## config.mk

```make
export PLATFORM = sky130hd
export DESIGN_NAME = cpwm_pair_out
export DESIGN_NICKNAME = d
export VERILOG_FILES = /design/src/rtl/cpwm_pair_out.sv
export SDC_FILE = /design/constraint.sdc
export NUM_CORES = 1
export LEC_CHECK = 0
export ABC_AREA = 1
export BUFFER_PORTS_ARGS = -buffer_cell sky130_fd_sc_hd__buf_2
export CAP_MARGIN = 20
export CORE_UTILIZATION = 57
export CTS_CLUSTER_SIZE = 24
export DETAILED_ROUTE_END_ITERATION = 10
export PLACE_DENSITY = 0.78
export SKIP_LAST_GASP = 1
export SYNTH_ARGS = -nofsm -noshare
export SYNTH_HDL_FRONTEND = slang
export SYNTH_SLANG_ARGS = --single-unit
```

## constraint.sdc

```tcl
create_clock -name clk -period 1.7 [get_ports clk]
set_input_delay 0.17 -clock clk [delete_from_list [all_inputs] [get_ports clk]]
set_output_delay 0.17 -clock clk [all_outputs]
set_load 0.005 [all_outputs]
```

## src/rtl/cpwm_pair_out.sv

```systemverilog
module cpwm_pair_out #(
  parameter int DT_W = 8
) (
  input  logic            clk,
  input  logic            rst_n,
  input  logic            pwm_raw,
  input  logic            run,
  input  logic            comp_mode,
  input  logic [DT_W-1:0] dead_cnt,
  input  logic            inv_even,
  input  logic            inv_odd,
  output logic            out_even,
  output logic            out_odd
);
  localparam int NCH = 2;

  logic [NCH-1:0] src, inv, pin;

  assign src = {comp_mode ? ~pwm_raw : pwm_raw, pwm_raw};
  assign inv = {inv_odd, inv_even};

  for (genvar i = 0; i < NCH; i++) begin : g_ch
    logic [DT_W-1:0] cnt_q, cnt_d;
    logic            on_q, on_d, pin_q;

    always_comb begin
      on_d  = 1'b0;
      cnt_d = '0;
      if (run && src[i]) begin
        if (!comp_mode || on_q || cnt_q >= dead_cnt) on_d = 1'b1;
        else cnt_d = cnt_q + 1'b1;
      end
    end

    always_ff @(posedge clk or negedge rst_n) begin
      if (!rst_n) begin
        cnt_q <= '0;
        on_q  <= 1'b0;
        pin_q <= 1'b0;
      end else begin
        cnt_q <= cnt_d;
        on_q  <= on_d;
        pin_q <= on_d ^ inv[i];
      end
    end

    assign pin[i] = pin_q;
  end

  assign out_even = pin[0];
  assign out_odd  = pin[1];
endmodule


```

==> metrics.md <==
| Metric | Value |
|---|---|
| DP Worst Slack | `0.179 ns` |
| CP Max Fanout | `7` |
| HP Class | `input port to flip-flop` |
| Final setup fails | `0` |
| Fmax | `660 MHz` |
| Worst r2r src | `g_ch[1].cnt_q[3]` |
| # port buffers | `16` |
| CTS Buf Count | `3` |
| Flops & latches, synth | `20` |
| DRC | `0` |
| Initial antenna violation count | `0` |
| Met2 usage | `40.8%` |
| Core area | `0.00228 mm^2` |
| Cell with the most instances after synthesis | `nand2_1` |
| Async SR Flop Fraction | `100%` |
| Max Slew Vio Count | `0` |
| Clk_lat worst skew | `0.30 ns` |
| 1st-iter DRT viols | `2` |
| Post-route cell area | `0.00158 mm^2` |
| Max_cap viols | `0` |
| PD cells | `567 mW/mm^2` |
| Post-synth top area share | `35.4%` |
| Seq/Total Area, Yosys | `35.4%` |
| Adder-cell area share of the yosys netlist | `15.9%` |
| Setup TNS Final | `0 ns` |
| Wire per inst | `11.6 um` |
| Filler instances | `194` |
| Routability Congestion | `0.774` |
| Initial Util | `62.2%` |
| Cells along the critical path | `ha_1, nand2_1, nor2_1, nor2_1, nand2_1, nand2_1, nand3_4, nor2_1` |
| Worst hold stages | `3` |
| Chip height | `51.8 um` |
| GRT busiest layer | `met2` |
| Via density | `4.93` |
| Clock buffer depth | `2` |
| Rel. slew slack | `70.3%` |
| Setup ws final | `0.186 ns` |
| Hold_sp | `inv_even` |
| Crit path largest cell delay | `0.46 ns` |
| Dpl hpwl | `2040 um` |
| Critical Path AT | `1.75 ns` |
| Post-route ant nets | `0` |
| Max VDD drop | `0.450 mV` |
| Via count | `1100` |
| H-tree levels | `1` |
| Slowest stage cell, crit path | `dfrtp_2` |
| Final Skew | `0.00442 ns` |
| Sinks on the clock net | `20` |
| Synthesized instance count | `174` |
| Post-layout minimum cycle time | `1.51 ns` |
| Biggest area consumer among synthesized cells | `dfrtp_1` |
| Total gr overflow | `0` |
| GRT Total Usage | `23.2%` |
| TritonCTS clock tree | `yes` |
| Top FF cell, synth | `dfrtp_1` |
| Compound-gate portion of the synthesized area | `1.24%` |
| R2R depth | `8` |
| Top Ports | `17` |
| Largest net degree at the start of global routing | `21` |
| Status | `complete, no violations` |
| Top cells by count, synth | `nand2_1 (43), inv_1 (32), dfrtp_1 (20), nor2_1 (20), ha_1 (18)` |
| Leakage power | `0.871 nW` |
| First-pass DRT Iterations | `3` |
| Hold path endpoint | `out_even` |
| Synth Area in Simple Gates | `32.5%` |
| Fin. Hold Viols | `0` |
| RSZ-0062 raised after global routing | `false` |
| Synth cell types | `19` |
| Req. time, crit path | `1.94 ns` |
| Worst-path clk slew | `0.12 ns` |
| GR Layer Usage met1 | `28.5%` |
| Die W | `51.8 um` |
| Post-synth design cell area | `0.00142 mm^2` |
| Area of placed instances | `0.00153 mm^2` |
| # diodes | `0` |
| Grt met3 use | `3.51%` |
| Row Count | `17` |
| Crit path from | `g_ch[1].cnt_q[3]` |
| Largest family of logic cells by synthesized area | `simple AND/OR/NAND/NOR gates` |
| Worst r2r dst | `g_ch[1].cnt_q[4]` |
| Syn Area/Cell | `8.13 um^2` |
| Top post-synthesis cells by area | `dfrtp_1 (35%), ha_1 (16%), nand2_1 (11%)` |
| Syn_nets | `207` |
| Nets | `229` |
| CP endpoint kind | `flip-flop` |
| R2R Setup Slk | `0.19 ns` |
| CP Launch Type | `flip-flop` |
| First-pass GRT wire length | `4540 um` |
| Total Routed Length | `2590 um` |
| Ys Warns | `0` |
| Multiplexer share of the synthesized area | `0%` |
| Post-Synth XOR/XNOR Area | `6.19%` |
| EDFF count, synth | `0` |
| Share of layout cells above drive strength 1 | `20.0%` |
| Setup CP Type | `flip-flop to flip-flop` |
| Die Footprint | `0.00269 mm^2` |
| Layout area overhead | `11.5%` |
| Vias in the first global route | `1093` |
| Part of the cycle the worst path needs | `89.1%` |
| Slew @ Worst Pin | `0.446 ns` |
| CTS root buffer | `clkbuf_4` |
-- metal layers --
layer,wire length [um],share of wire [%],vias up
met1,1210,47,512
met2,1310,51,7
met3,33,1.3,5
li1,-,-,576
met5,0,0,-
met4,36,1.4,0
-- cell type report --
| cell class | instances | area, um^2 | area share, % |
|---|---|---|---|
| Tap cell | 28 | 35.0 | 2.22 |
| Inverter | 33 | 124 | 7.85 |
| Clock buffer | 4 | 36.3 | 2.30 |
| Multi-Input combinational cell | 121 | 791 | 50.1 |
| Sequential cell | 20 | 502 | 31.8 |
| Timing Repair Buffer | 17 | 90.1 | 5.71 |
-- worst max-delay path by stage --
stage | to | slack (ns) | cells past startpoint
5_1_grt | g_ch[1].cnt_q[4] | 0.006 | 8
4_1_cts | g_ch[1].cnt_q[4] | 0.15 | 8
2_1_floorplan | out_even | 0.30 | 10
3_5_place_dp | g_ch[1].cnt_q[4] | 0.18 | 8
3_3_place_gp | out_odd | 0.24 | 10
6_report | g_ch[1].cnt_q[4] | 0.19 | 8
-- cells by family (layout without fill, tap and decap cells) --
family / count (synthesis) / count (layout)
compound gates: 3 / 3
buf+inv: 33 / 54
fa+ha+maj: 18 / 18
flops: 20 / 20
simple gates: 90 / 90
xor+xnor: 10 / 10
-- flip-flops by register name, summed over array words and instances (netlist names) --
register / count
out_odd: 1
g_ch.on_q: 2
g_ch.cnt_q: 16
out_even: 1
-- worst max-delay path: cells and delay by family, from the launching register on --
| family | cells | cell delay, ns |
|---|---|---|
| flip-flops | 1 | 0.46 |
| AND/OR/NAND/NOR | 7 | 0.70 |
| adder cells (fa/ha/maj) | 1 | 0.30 |
-- what timing repair did --
| item | in CTS | in global routing |
|---|---|---|
| setup endpoints to repair | 0 | 5 |
| buffers inserted | 0 | 0 |
| hold buffers | 1 | 0 |
| endpoints found under the hold margin | 20 | 0 |
| gates resized for setup | 0 | 1 |
-- layout by cell type, fill, tap and decap left out --
cell / synthesis / routed
clkbuf_4: 0 / 3
nor2_2: 6 / 6
nand2_2: 2 / 2
xnor2_1: 4 / 4
inv_2: 1 / 1
dfrtp_1: 20 / 19
buf_2: 0 / 16
nand4_1: 4 / 4
a21oi_1: 1 / 1
nand3_2: 3 / 3
dfrtp_2: 0 / 1
nand3_1: 3 / 3
nor2_4: 3 / 3
nand4_2: 1 / 1
clkbuf_8: 0 / 1
dlygate4sd3_1: 0 / 1
a31oi_1: 2 / 2
nand2_1: 43 / 43
nor2_1: 20 / 20
inv_1: 32 / 32
ha_1: 18 / 18
xor2_1: 6 / 6
nand3b_1: 3 / 3
nand3_4: 2 / 2
-- metrics by stage --
stage | power (mW) | hold WS [ns] | util (%) | cells
after CTS | 0.899 | 0.0621 | 69.3 | 223
after floorplan | 0.573 | -0.126 | - | 174
after detailed placement | 0.620 | 0.137 | 67.2 | 218
after global routing | 0.941 | 0.0552 | 69.3 | 223
final | 0.894 | 0.0617 | 69.3 | 223
after global placement | 0.614 | 0.134 | 67.2 | 218
-- power by group --
part / internal [mW] / switching, mW / leakage, nW
Clock: 0.131 / 0.151 / 0.0210
Sequential: 0.485 / 0.00411 / 0.271
Combinational: 0.0484 / 0.0755 / 0.578
Total: 0.664 / 0.230 / 0.871
Note: power is estimated with default switching activity, not from simulation.
